$ cat src/rtl/wdesc_pkg.sv
package wdesc_pkg;
  typedef enum logic [1:0] {
    EV_OK      = 2'b00,
    EV_EARLY   = 2'b01,
    EV_LATE    = 2'b10,
    EV_MISSING = 2'b11
  } ev_kind_t;

  typedef enum logic [2:0] {
    ST_NORMAL,
    ST_IRQ,
    ST_LIMP,
    ST_LATCH,
    ST_PREIRQ,
    ST_RESET
  } esc_state_t;

  localparam logic [1:0] CAUSE_HARD_LATE = 2'b10;
  localparam logic [1:0] CAUSE_MISSING   = 2'b11;
endpackage

$ cat src/rtl/wdesc_cooldown.sv
module wdesc_cooldown #(
  parameter int CNT_W  = 8,
  parameter int COOL_W = 16
) (
  input  logic              clk,
  input  logic              rst_n,
  input  logic              clear,
  input  logic              viol,
  input  logic              esc_set,
  input  logic [COOL_W-1:0] cfg_cool,
  output logic [CNT_W-1:0]  viol_nxt,
  output logic              esc_blk,
  output logic              expire
);
  localparam logic [CNT_W-1:0]  CNT_MAX = {CNT_W{1'b1}};
  localparam logic [COOL_W-1:0] ONE_C   = {{(COOL_W-1){1'b0}}, 1'b1};
  localparam logic [CNT_W-1:0]  ONE_V   = {{(CNT_W-1){1'b0}}, 1'b1};

  logic [COOL_W-1:0] cool_q;
  logic [CNT_W-1:0]  viol_q;
  logic              esc_q;
  logic              new_win;
  logic [COOL_W-1:0] cool_ld;

  assign cool_ld  = (cfg_cool == '0) ? ONE_C : cfg_cool;
  assign new_win  = (cool_q <= ONE_C);
  assign viol_nxt = new_win ? ONE_V : ((viol_q == CNT_MAX) ? viol_q : viol_q + ONE_V);
  assign esc_blk  = !new_win && esc_q;
  assign expire   = !viol && (cool_q == ONE_C);

  always_ff @(posedge clk or negedge rst_n) begin
    if (!rst_n) begin
      cool_q <= '0;
      viol_q <= '0;
      esc_q  <= 1'b0;
    end else if (clear) begin
      cool_q <= '0;
      viol_q <= '0;
      esc_q  <= 1'b0;
    end else if (viol) begin
      viol_q <= viol_nxt;
      esc_q  <= esc_set || esc_blk;
      cool_q <= (new_win || esc_set) ? cool_ld : cool_q - ONE_C;
    end else if (cool_q != '0) begin
      cool_q <= cool_q - ONE_C;
      if (cool_q == ONE_C) begin
        viol_q <= '0;
        esc_q  <= 1'b0;
      end
    end
  end

  AST_WIN_EMPTY: assert property (@(posedge clk) disable iff (!rst_n)
    (cool_q == '0) |-> (viol_q == '0 && !esc_q));
endmodule

$ cat src/rtl/wdesc_rst_pulse.sv
module wdesc_rst_pulse #(
  parameter int PW_W = 8
) (
  input  logic            clk,
  input  logic            rst_n,
  input  logic            start,
  input  logic [PW_W-1:0] cfg_width,
  output logic            active,
  output logic            done
);
  localparam logic [PW_W-1:0] ONE_P = {{(PW_W-1){1'b0}}, 1'b1};

  logic [PW_W-1:0] cnt_q;

  assign active = (cnt_q != '0);
  assign done   = (cnt_q == ONE_P);

  always_ff @(posedge clk or negedge rst_n) begin
    if (!rst_n)              cnt_q <= '0;
    else if (start)          cnt_q <= (cfg_width == '0) ? ONE_P : cfg_width;
    else if (cnt_q != '0)    cnt_q <= cnt_q - ONE_P;
  end

  AST_PULSE_QUIET: assert property (@(posedge clk) disable iff (!rst_n)
    (!active && !start) |=> !active);
endmodule

$ cat src/rtl/wdog_escalate.sv
module wdog_escalate
  import wdesc_pkg::*;
#(
  parameter int CNT_W  = 8,
  parameter int COOL_W = 16,
  parameter int OVER_W = 16,
  parameter int PW_W   = 8
) (
  input  logic              clk,
  input  logic              rst_n,
  input  logic              power_good,
  input  logic [CNT_W-1:0]  cfg_k,
  input  logic [CNT_W-1:0]  cfg_m,
  input  logic [COOL_W-1:0] cfg_cool,
  input  logic [OVER_W-1:0] cfg_hard_late,
  input  logic [PW_W-1:0]   cfg_rst_width,
  input  logic              cfg_irq_before_rst,
  input  logic              evt_valid,
  output logic              evt_ready,
  input  logic [1:0]        evt_kind,
  input  logic [OVER_W-1:0] evt_over,
  output logic              latch_req,
  output logic [1:0]        latch_cause,
  input  logic              latch_ack,
  output logic              irq_req,
  output logic              degrade,
  output logic              limp,
  output logic              rst_out
);
  localparam int HW = CNT_W + 1;

  esc_state_t       st_q, st_d;
  ev_kind_t         kind;
  logic [CNT_W-1:0] healthy_q;
  logic [CNT_W-1:0] viol_nxt;
  logic [1:0]       cause_q;
  logic             miss_run_q, irq_q, ev_locked_q;
  logic             acc, act, is_viol, is_hard, is_cmiss;
  logic             go_rst, go_limp, esc_blk, cool_exp;
  logic             pulse_start, pulse_active, pulse_done, seq_clear;
  logic             healthy_full;

  assign kind      = ev_kind_t'(evt_kind);
  assign evt_ready = (st_q == ST_NORMAL) || (st_q == ST_IRQ) || (st_q == ST_LIMP);
  assign acc       = evt_valid && evt_ready;
  assign act       = acc && power_good;
  assign is_viol   = (kind != EV_OK);
  assign is_hard   = (kind == EV_LATE) && (evt_over > cfg_hard_late);
  assign is_cmiss  = (kind == EV_MISSING) && miss_run_q;
  assign go_rst    = act && (is_hard || is_cmiss);
  assign go_limp   = act && is_viol && !go_rst && (st_q != ST_LIMP)
                     && (viol_nxt >= cfg_k) && !esc_blk;
  assign healthy_full = ({1'b0, healthy_q} + HW'(1)) >= {1'b0, cfg_m};
  assign seq_clear    = (st_q == ST_RESET) && pulse_done;
  assign pulse_start  = ((st_q == ST_LATCH) && latch_ack && !cfg_irq_before_rst)
                        || (st_q == ST_PREIRQ);

  wdesc_cooldown #(.CNT_W(CNT_W), .COOL_W(COOL_W)) u_cool (
    .clk      (clk),
    .rst_n    (rst_n),
    .clear    (seq_clear),
    .viol     (act && is_viol),
    .esc_set  (go_limp),
    .cfg_cool (cfg_cool),
    .viol_nxt (viol_nxt),
    .esc_blk  (esc_blk),
    .expire   (cool_exp)
  );

  wdesc_rst_pulse #(.PW_W(PW_W)) u_pulse (
    .clk       (clk),
    .rst_n     (rst_n),
    .start     (pulse_start),
    .cfg_width (cfg_rst_width),
    .active    (pulse_active),
    .done      (pulse_done)
  );

  always_comb begin
    st_d = st_q;
    case (st_q)
      ST_NORMAL, ST_IRQ: begin
        if (go_rst)                           st_d = ST_LATCH;
        else if (go_limp)                     st_d = ST_LIMP;
        else if (act && is_viol)              st_d = ST_IRQ;
        else if (st_q == ST_IRQ && cool_exp)  st_d = ST_NORMAL;
      end
      ST_LIMP: begin
        if (go_rst)                                 st_d = ST_LATCH;
        else if (act && !is_viol && healthy_full)   st_d = ST_NORMAL;
      end
      ST_LATCH:  if (latch_ack) st_d = cfg_irq_before_rst ? ST_PREIRQ : ST_RESET;
      ST_PREIRQ: st_d = ST_RESET;
      ST_RESET:  if (pulse_done) st_d = ST_NORMAL;
      default:   st_d = ST_NORMAL;
    endcase
  end

  always_ff @(posedge clk or negedge rst_n) begin
    if (!rst_n) begin
      st_q        <= ST_NORMAL;
      healthy_q   <= '0;
      miss_run_q  <= 1'b0;
      irq_q       <= 1'b0;
      cause_q     <= 2'b00;
      ev_locked_q <= 1'b0;
    end else begin
      st_q  <= st_d;
      irq_q <= act && is_viol && !go_rst;
      if (go_rst) cause_q <= is_hard ? CAUSE_HARD_LATE : CAUSE_MISSING;
      if (seq_clear)                             ev_locked_q <= 1'b0;
      else if (st_q == ST_LATCH && latch_ack)    ev_locked_q <= 1'b1;
      if (seq_clear)  miss_run_q <= 1'b0;
      else if (act)   miss_run_q <= (kind == EV_MISSING);
      if (st_q != ST_LIMP)      healthy_q <= '0;
      else if (act && is_viol)  healthy_q <= '0;
      else if (act)             healthy_q <= healthy_q + CNT_W'(1);
    end
  end

  assign irq_req     = irq_q || (st_q == ST_PREIRQ);
  assign degrade     = (st_q == ST_IRQ);
  assign limp        = (st_q == ST_LIMP);
  assign latch_req   = (st_q == ST_LATCH);
  assign latch_cause = cause_q;
  assign rst_out     = pulse_active;

  AST_RST_AFTER_LATCH: assert property (@(posedge clk) disable iff (!rst_n)
    rst_out |-> ev_locked_q);
  AST_NO_IRQ_IN_RST: assert property (@(posedge clk) disable iff (!rst_n)
    rst_out |-> !irq_req);
  AST_PG_GATE: assert property (@(posedge clk) disable iff (!rst_n)
    (evt_valid && evt_ready && !power_good && !limp) |=> (!limp && !latch_req));
  AST_RST_IN_STATE: assert property (@(posedge clk) disable iff (!rst_n)
    rst_out |-> (st_q == ST_RESET));
  AST_READY_HELD: assert property (@(posedge clk) disable iff (!rst_n)
    (latch_req || rst_out) |-> !evt_ready);
endmodule

$ cat config.mk
export PLATFORM = sky130hd
export DESIGN_NAME = wdog_escalate
export DESIGN_NICKNAME = d
export VERILOG_FILES = /design/src/rtl/wdesc_pkg.sv /design/src/rtl/wdesc_cooldown.sv /design/src/rtl/wdesc_rst_pulse.sv /design/src/rtl/wdog_escalate.sv
export SDC_FILE = /design/constraint.sdc
export NUM_CORES = 1
export LEC_CHECK = 0
export BUFFER_PORTS_ARGS = -buffer_cell sky130_fd_sc_hd__buf_2
export CORE_MARGIN = 2
export CORE_UTILIZATION = 35
export DETAILED_ROUTE_END_ITERATION = 10
export GPL_ROUTABILITY_DRIVEN = 0
export SLEW_MARGIN = 40
export SYNTH_ARGS = -nofsm -noshare
export SYNTH_HDL_FRONTEND = slang
export SYNTH_SLANG_ARGS = --single-unit
$ cat constraint.sdc
create_clock -name clk -period 4.15 [get_ports clk]
set_input_delay 0.6225 -clock clk [delete_from_list [all_inputs] [get_ports clk]]
set_output_delay 0.6225 -clock clk [all_outputs]
set_load 0.005 [all_outputs]
## Word level (Yosys, flattened, before mapping)

Cells that the tools add are included.

- Memories kept: 0
- ROM bits: 0
- Flip-flop bits (word level): 48
- Input bits: 80
- Memory bits (writable): 0
- Latch bits: 0

- $add $sub $neg: 5
- Equal/unequal tests: 15
- Reductions and logical operators: 45
- Shift-type cells: 0
- Order comparisons: 4
- Divide/modulo/power cells: 0
- Multipliers: 0
- Muxes and demuxes: 34
- Bitwise operators: 0

Operators with widths:

| operator | count |
|---|---|
| $mux W8 | 12 |
| $mux W16 | 5 |
| $mux W3 | 8 |
| $logic_and A1 B1 Y1 | 18 |
| $add A8 B1 Y8 const B | 2 |
| $eq A16 B1 Y1 const B | 1 |
| $gt A16 B16 Y1 | 1 |
| $le A16 B1 Y1 const B | 1 |
| $logic_not A16 Y1 | 1 |
| $reduce_bool A16 Y1 | 1 |
| $sub A16 B1 Y16 const B | 1 |
| $pmux W3 S5 | 1 |
| $add A8 B1 Y9 const B | 1 |
| $ge A9 B8 Y1 | 1 |
| $reduce_bool A3 Y1 | 3 |
| $eq A8 B1 Y1 const B | 1 |
| $eq A8 B8 Y1 const B | 1 |
| $ge A8 B8 Y1 | 1 |
| $logic_not A8 Y1 | 1 |
| $mux W1 | 8 |
| $reduce_bool A8 Y1 | 1 |
| $sub A8 B1 Y8 const B | 1 |
| $logic_or A1 B1 Y1 | 7 |
| $eq A3 B2 Y1 const B | 2 |
| other kinds (14) | 23 |

## Logic depth before layout (Yosys ltp)

Gate-level depths: netlist of run 1.

- Depth after elaboration: 15
- Mapped depth: 17
- Depth with buffers taken out: 15

## Cells and area by module

Synthesis of run 1 repeated with hierarchy kept, for this count alone.

- Cells, all modules: 467
- Area total of the unflattened synthesis: 3947.5 sq um

Modules (own cells, without submodules):

| module | cells an instance | area an instance (sq um) | times used |
|---|---|---|---|
| wdesc_cooldown | 197 | 1732.9 | 1 |
| wdog_escalate | 211 | 1664.1 | 1 |
| wdesc_rst_pulse | 59 | 550.5 | 1 |

## Least setup slack after synthesis of run 1

Ideal clock, no wire load.

- Path kind: register -> register
- From: reg u_cool.cool_q[2]
- To: reg u_cool.cool_q[14]
- Cell stages (with the launch flop): 16
- Library setup time: 0.119 ns
- Required time: 4.031 ns
- Arrival: 3.350 ns
- Path buffers: 3
- Path slack: 0.682 ns
- Cells stage by stage: dfrtp_1 or4_4 nor3_4 and2_4 o21a_1 buf_2 nor3_1 ha_1 nor3_1 or4_4 a21oi_4 o211ai_4 and2_4 buf_6 buf_6 o21a_1

- Cells in the longest elaborated chain, start to end: 9
- Elaborated cells between the ends (all ways): 16
- Classes of those cells: add/sub (1); order compare (2); mux (5); reduce/logical (8)

RTL lines:

| what | RTL line | source |
|---|---|---|
| from (decl) | wdesc_cooldown.sv:19 | `logic [COOL_W-1:0] cool_q;` |
| from (signal assigned) | wdesc_cooldown.sv:43 | `cool_q <= (new_win \|\| esc_set) ? cool_ld : cool_q - ONE_C;` |
| from (signal assigned) | wdesc_cooldown.sv:45 | `cool_q <= cool_q - ONE_C;` |
| $le A16 B1 Y1 | wdesc_cooldown.sv:26 | `assign new_win = (cool_q <= ONE_C);` |
| $mux W8 / $logic_not A1 Y1 (equally long branches) | wdesc_cooldown.sv:27, wdesc_cooldown.sv:28 |  |
| $ge A8 B8 Y1 / $logic_and A1 B1 Y1 (equally long branches) | wdog_escalate.sv:52, wdesc_cooldown.sv:28 |  |
| $logic_and A1 B1 Y1 / $logic_not A1 Y1 (equally long branches) | wdog_escalate.sv:52 | `&& (viol_nxt >= cfg_k) && !esc_blk;` |
| $logic_and A1 B1 Y1 | wdog_escalate.sv:52 |  |
| $logic_or A1 B1 Y1 | wdesc_cooldown.sv:43 |  |
| $mux W16 | wdesc_cooldown.sv:43 |  |
| $mux W16 | wdesc_cooldown.sv:40 | `end else if (viol) begin` |
| $mux W16 | wdesc_cooldown.sv:36 | `end else if (clear) begin` |

Several ways; a longest one is shown, not always the timed one. The select of a mux whose other input is x is not followed.
A chain may end at the register's enable or synchronous reset.

## Final worst setup path of run 1

- From: reg u_cool.cool_q[2]
- To: reg u_cool.cool_q[3]

The elaborated chain is that of the path after synthesis.

==> results.py, run 1 <==
metrics = {
    "timing": {
        "setup_viol_count_final": 0,
        "worst_slew_pin_slew_ps": 634.4,
        "slew_headroom_pct": 57.71,
        "finalCritPeriodShare_pct": 92.56,
        "grt_setup_unrepaired": "no",
        "clock_skew_ps": 4.374,
        "fmax_mhz": 260.3,
        "final.min_clock_period_ps": 3841,
        "hold_viol": 0,
        "fin_setup_tns_ps": 0,
        "slew_violations": 0,
    },
    "logic_synthesis": {
        "synth_top_area_share_pct": 31.38,
        "synth.cell_area_um2": 3827,
        "synth-edff-count": 0,
        "ys_top_cells_by_area": "dfrtp_1 (31%), ha_1 (13%), inv_1 (4.2%)",
        "ys_types": 53,
        "avgSynthCellArea_um2": 8.562,
        "ys_ff_latch": 48,
        "seq_area_frac_synth_pct": 31.38,
        "ys.warnings.count": 0,
        "yosys-top-cells-count": "dfrtp_1 (48), inv_1 (43), ha_1 (39), nor2_1 (37), nand2_1 (35)",
        "synth_nets": 566,
        "netlist_instances": 447,
        "synthArstFlopShare_pct": 100.0,
        "synth_top_cell_by_area": "dfrtp_1",
        "synth_ff_type": "dfrtp_1",
        "yosysMostFrequentCell": "dfrtp_1",
    },
    "floorplan": {
        "die_area_um2": 11790,
        "die_h_um": 108.6,
        "start_util_pct": 35.62,
        "num_io_pins": 88,
        "die_w_um": 108.6,
        "rows": 38,
        "fp.coreArea_um2": 10750,
    },
    "global_route": {
        "grt.total_usage_pct": 16.42,
        "grt_pass1_vias": 3488,
        "grt-ovfl-total": 0,
        "grt_pass1_wl_um": 15680,
        "grt_max_degree": 49,
        "grt_antenna_before_repair": 0,
    },
    "drt": {
        "vias": 3499,
        "wl_per_cell_um": 13.65,
        "drt_wl_total_um": 9173,
        "drtIter0Drc": 247,
        "vias_per_cell": 5.207,
        "first_pass_iters": 4,
        "route.detailed.drc": 0,
        "ant_nets": 0,
    },
    "pwr": {
        "p_int_mw": 1.103,
        "power.share.switching_pct": 39.99,
        "switching_power_mw": 0.7350,
        "power_density_nw_per_um2": 409.3,
        "p_leak_nw": 2.163,
        "finalPower_mw": 1.838,
        "p_clk_share_pct": 15.7,
        "p_seq_share_pct": 42.5,
        "ir_drop_mv": 0.1973,
        "pwr-share-comb_pct": 41.8,
    },
    "cells_and_area": {
        "diodes": 0,
        "design_area_um2": 4491,
        "nets": 650,
        "drive_gt1_share_pct": 22.93,
        "finalNonFillerCells": 672,
        "syn2layout_area_growth_pct": 17.33,
    },
    "cts": {
        "cts-root-buf": "clkbuf_8",
        "post-cts-setup-buffers": 0,
        "cts_buffers": 5,
        "clock_sinks": 48,
        "clk_latency_ps": 300,
        "path_clk_slew_ps": 90,
        "htreeDepth": 2,
        "cts_resized": 0,
        "max-clock-path-buffers": 2,
        "hold_buffers": 0,
        "cts_tree": "built",
    },
    "setup_path": {
        "cp.required_ps": 4320,
        "start_kind": "register",
        "critPathCaptureType": "register",
        "crit_chain": "or4_4 -> nor3_4 -> and2_4 -> o21a_1 -> nor3_1 -> ha_1 -> a21oi_1 -> o21ai_0 -> a41oi_1 -> a21oi_4 -> o211ai_4 -> and2_4 -> a211oi_1",
        "cp_common_cell": "and2_4",
        "r2r_cells": 13,
        "crit_path_top_delay_cell": "or4_4",
        "criticalPathCategory": "register to register",
        "cpPeakStageDelay_ps": 580,
        "crit_fanout": 17,
        "arrival_ps": 4010,
    },
    "placement": {
        "dp.cells": 664,
        "io_buffers": 87,
        "dpl_cell_area_um2": 4400,
        "dpl.hpwl_um": 7219,
    },
    "outcome": {
        "status": "complete, no violations",
    },
    "worst_hold_path": {
        "hold_class": "input port to async pin",
    },
    "run": {
        "drv_cap": 0,
    },
}
flip-flops by register name (all words and copies together), names as in the netlist:
signal,flops
u_cool.cool_q,16
st_q,3
u_cool.viol_q,8
u_cool.esc_q,1
miss_run_q,1
healthy_q,8
u_pulse.cnt_q,8
latch_cause,2
irq_q,1
routing by layer:
metal  up-vias  wire (µm)  GRT usage (%)
met5         -          0              0
met3         7        241          1.808
met4         0         80          3.755
met2        56       4658          29.46
met1      1670       4192          21.10
li1       1766          -              -
power by group through the flow:
| stage | Clock (mW) | Sequential [mW] | Combinational, mW |
|---|---|---|---|
| 2_1_floorplan | 0 | 0.736 | 0.584 |
| 3_3_place_gp | 0 | 0.777 | 0.756 |
| 3_5_place_dp | 0 | 0.788 | 0.776 |
| 4_1_cts | 0.299 | 0.780 | 0.778 |
| 5_1_grt | 0.310 | 0.805 | 0.884 |
| 6_report | 0.288 | 0.782 | 0.768 |
metrics by stage:
step                utilization, %  worst slack, ps  hold WS [ps]
floorplan                        -            681.5         326.9
detailed placement           40.95            318.2         487.1
CTS                          41.77            299.2         441.2
finish                       41.79            308.8         404.4
global route                 41.79            44.12         476.1
global placement             40.86            414.3         483.0
layout by cell type, fill, tap and decap left out, types with 17 or more instances in the layout:
master	count
nor2_1	36
o21ai_0	25
nand3_1	19
buf_2	87
inv_1	43
nor3_1	17
a21oi_1	32
nand2_1	35
dfrtp_1	48
ha_1	39
critical path, delay by kind of cell, from the launching register on:
family / cells / cell delay [ps]
AND/OR/NAND/NOR: 5 / 1540
AO/OA/AOI/OAI: 7 / 1390
flip-flops: 1 / 450
adder cells (fa/ha/maj): 1 / 300
path summary, 6_finish.rpt:
path                                  start               end  slack, ps
setup reg to reg           u_cool.cool_q[2]  u_cool.cool_q[3]        310
min in group clk             latch_cause[0]    latch_cause[0]        510
hold reg to reg              latch_cause[0]    latch_cause[0]        510
hold / removal                        rst_n  u_cool.cool_q[5]        400
setup / recovery           u_cool.cool_q[2]  u_cool.cool_q[3]        310
max in group asynchronous             rst_n      healthy_q[7]       3320
final cells by class:
type	count	area [µm²]
Fill cell	1115	6255
Multi-Input combinational cell	344	2415
Sequential cell	48	1201
Timing Repair Buffer	89	450.4
Tap cell	140	175.2
Inverter	43	161.4
Clock buffer	5	68.82
Clock inverter	3	18.77
kinds of logic (layout without fill, tap and decap cells):
| family | after synthesis | in the layout | share of synthesized area [%] |
|---|---|---|---|
| flip-flops | 48 | 48 | 31.38 |
| adder cells (fa/ha/maj) | 39 | 39 | 12.75 |
| AND/OR/NAND/NOR | 159 | 159 | 21.45 |
| buffers and inverters | 55 | 140 | 5.851 |
| multiplexers | 2 | 2 | 0.5557 |
| XOR/XNOR | 29 | 29 | 6.636 |
| AO/OA/AOI/OAI | 115 | 115 | 21.38 |
No activity file was read; power rests on OpenSTA's default activity.
==> run 2: changes to the inputs <==
Settings changed: CTS_CLUSTER_SIZE set to 25, PLACE_DENSITY set to 0.52, SYNTH_HIERARCHICAL set to 1.
==> run 2 against run 1 <==
  * Core utilization increased by 1.3 points
  * Maximum frequency increased by 2.2%
  * Clock-buffer cell count unchanged
  * Wire length increased by 3.6%
  * Critical path depth increased by 2
  * Design area increased by 5.0%
  * Critical endpoint is now u_cool/cool_q[15]
  * Clock power increased by 65%
  * Synthesized cell count increased by 4.5%
  * Combinational power decreased by 5.7%
==> results.py, run 2 <==
metrics = {
    "cts": {
        "clock_sinks": 48,
        "hold_buffers": 0,
        "htreeDepth": 2,
        "cts_buffers": 5,
        "clk_latency_ps": 290,
        "cts-root-buf": "clkbuf_16",
        "post-cts-setup-buffers": 0,
        "max-clock-path-buffers": 2,
        "cts_tree": "built",
        "path_clk_slew_ps": 70,
        "cts_resized": 0,
    },
    "placement": {
        "io_buffers": 87,
        "dp.cells": 689,
        "dpl.hpwl_um": 7408,
    },
    "outcome": {
        "status": "complete, no violations",
    },
    "drt": {
        "drt_wl_total_um": 9506,
        "wl_per_cell_um": 13.64,
        "drtIter0Drc": 121,
        "vias": 3634,
        "first_pass_iters": 4,
        "route.detailed.drc": 0,
        "ant_nets": 0,
        "vias_per_cell": 5.214,
    },
    "timing": {
        "worst_slew_pin_slew_ps": 635.9,
        "finalCritPeriodShare_pct": 90.58,
        "slew_headroom_pct": 57.28,
        "fin_setup_tns_ps": 0,
        "grt_setup_unrepaired": "no",
        "fmax_mhz": 266.0,
        "hold_viol": 0,
        "clock_skew_ps": 5.074,
        "final.min_clock_period_ps": 3759,
        "slew_violations": 0,
        "setup_viol_count_final": 0,
    },
    "global_route": {
        "grt_pass1_vias": 3461,
        "grt.total_usage_pct": 16.10,
        "grt_pass1_wl_um": 15660,
        "grt_max_degree": 49,
        "grt-ovfl-total": 0,
        "grt_antenna_before_repair": 0,
    },
    "cells_and_area": {
        "fillCellCount": 1117,
        "nets": 675,
        "multi_input_area_um2": 2492,
        "syn2layout_area_growth_pct": 19.40,
        "diodes": 0,
        "final_cell_mix": "buf_2 (87), nor2_1 (51), inv_1 (49)",
        "regMostFlops": "u_cool/cool_q",
        "finalNonFillerCells": 697,
        "regArea_um2": 1201,
        "drive_gt1_share_pct": 23.16,
        "layout.cells.most_common": "buf_2",
        "largest_reg_flops": 16,
    },
    "logic_synthesis": {
        "synth_top_area_share_pct": 30.43,
        "avgSynthCellArea_um2": 8.453,
        "yosys-top-cells-count": "nor2_1 (51), inv_1 (49), dfrtp_1 (48), ha_1 (39), nand2_1 (36)",
        "netlist_instances": 467,
        "synth.cell_area_um2": 3948,
        "ys_ff_latch": 48,
        "synth_nets": 586,
        "synth-edff-count": 0,
        "ys.warnings.count": 6,
        "seq_area_frac_synth_pct": 30.43,
        "synthArstFlopShare_pct": 100.0,
        "yosysMostFrequentCell": "nor2_1",
        "ys_types": 69,
        "synth_ff_type": "dfrtp_1",
        "ys_top_cells_by_area": "dfrtp_1 (30%), ha_1 (12%), nor2_1 (4.8%)",
        "synth_top_cell_by_area": "dfrtp_1",
    },
    "floorplan": {
        "start_util_pct": 36.10,
        "die_area_um2": 12140,
        "rows": 38,
        "num_io_pins": 88,
        "die_w_um": 110.2,
        "fp.coreArea_um2": 10940,
        "die_h_um": 110.2,
    },
    "setup_path": {
        "crit_chain": "nor4_1 -> o21ai_0 -> nor3_2 -> nor2_1 -> ha_1 -> a211oi_1 -> o21ai_0 -> a41o_1 -> nand2_1 -> nor2_1 -> nand2_1 -> o41a_1 -> buf_4 -> mux2i_1 -> a2111oi_2",
        "critPathCaptureType": "register",
        "criticalPathCategory": "register to register",
        "start_kind": "register",
        "crit_fanout": 22,
        "cpPeakStageDelay_ps": 530,
        "crit_path_top_delay_cell": "nor3_2",
        "arrival_ps": 3910,
        "cp_num_buf_inv": 1,
        "cp.required_ps": 4300,
        "critPathTopFamily": "simple AND/OR/NAND/NOR gates",
    },
    "pwr": {
        "finalPower_mw": 1.979,
        "ir_drop_mv": 0.2568,
        "power_density_nw_per_um2": 419.9,
        "p_leak_nw": 2.251,
    },
    "worst_hold_path": {
        "hold_class": "input port to async pin",
    },
    "run": {
        "drv_cap": 0,
    },
}
==> run 2: power breakdown <==
| group | switching [mW] | total [mW] | internal [mW] |
|---|---|---|---|
| Sequential | 0.173 | 0.779 | 0.606 |
| Clock | 0.189 | 0.476 | 0.287 |
| Combinational | 0.354 | 0.724 | 0.370 |
| Total | 0.716 | 1.98 | 1.26 |
==> run 2: area by class of cell <==
cell class              instances  area share, %
clock buffers                   5          2.655
well taps                     140          3.716
repair buffers                 93          10.19
multi-input cells             357          52.88
inverters                      51          4.062
clock inverters                 3          1.009
flip-flops and latches         48          25.48
==> run 2: worst reg2reg max path: cells and delay by family, from the launching register on <==
family                     cells  cell delay (ps)
AOI/OAI and AO/OA              6             1020
adders and majority gates      1              300
buffers and inverters          1              290
DFF                            1              410
muxes                          1              260
and+or+nand+nor                6             1330
==> run 2: metal layers <==
metal  up-vias  wire, µm  track usage (%)
li1       1864         -                -
met5         -         0                0
met4         0        61            3.750
met3         4       562            2.646
met1      1682      4718            22.21
met2        84      4164            26.42
==> run 2: path summary, 6_finish.rpt <==
| path | start | end | slack, ps | cells after the start |
|---|---|---|---|---|
| min in group clk | latch_cause[1] | latch_cause[1] | 460 | 1 |
| max | u_cool/cool_q[15] | u_cool/cool_q[15] | 390 | 15 |
| max in group asynchronous | rst_n | u_cool/viol_q[7] | 3280 | 2 |
| min | rst_n | u_cool/cool_q[6] | 430 | 2 |
| min reg2reg | latch_cause[1] | latch_cause[1] | 460 | 1 |
| max reg2reg | u_cool/cool_q[15] | u_cool/cool_q[15] | 390 | 15 |
==> run 2: through the flow <==
step	hold WS [ps]	instance area (µm²)	util [%]	setup slack (ps)
floorplan	326.9	3948	-	886.2
global placement	442.3	4541	41.52	450.2
detailed placement	445.9	4541	41.52	359.9
CTS	463.8	4713	43.10	349.1
global route	479.6	4713	43.10	5.529
finish	429.4	4713	43.10	391.0
==> run 2: logic make-up after synthesis <==
group | synth area share [%]
compound gates | 21.05
xor+xnor | 4.881
fa+ha+maj | 12.36
buf+inv | 6.434
flops | 30.43
mux | 0.7607
simple gates | 24.09
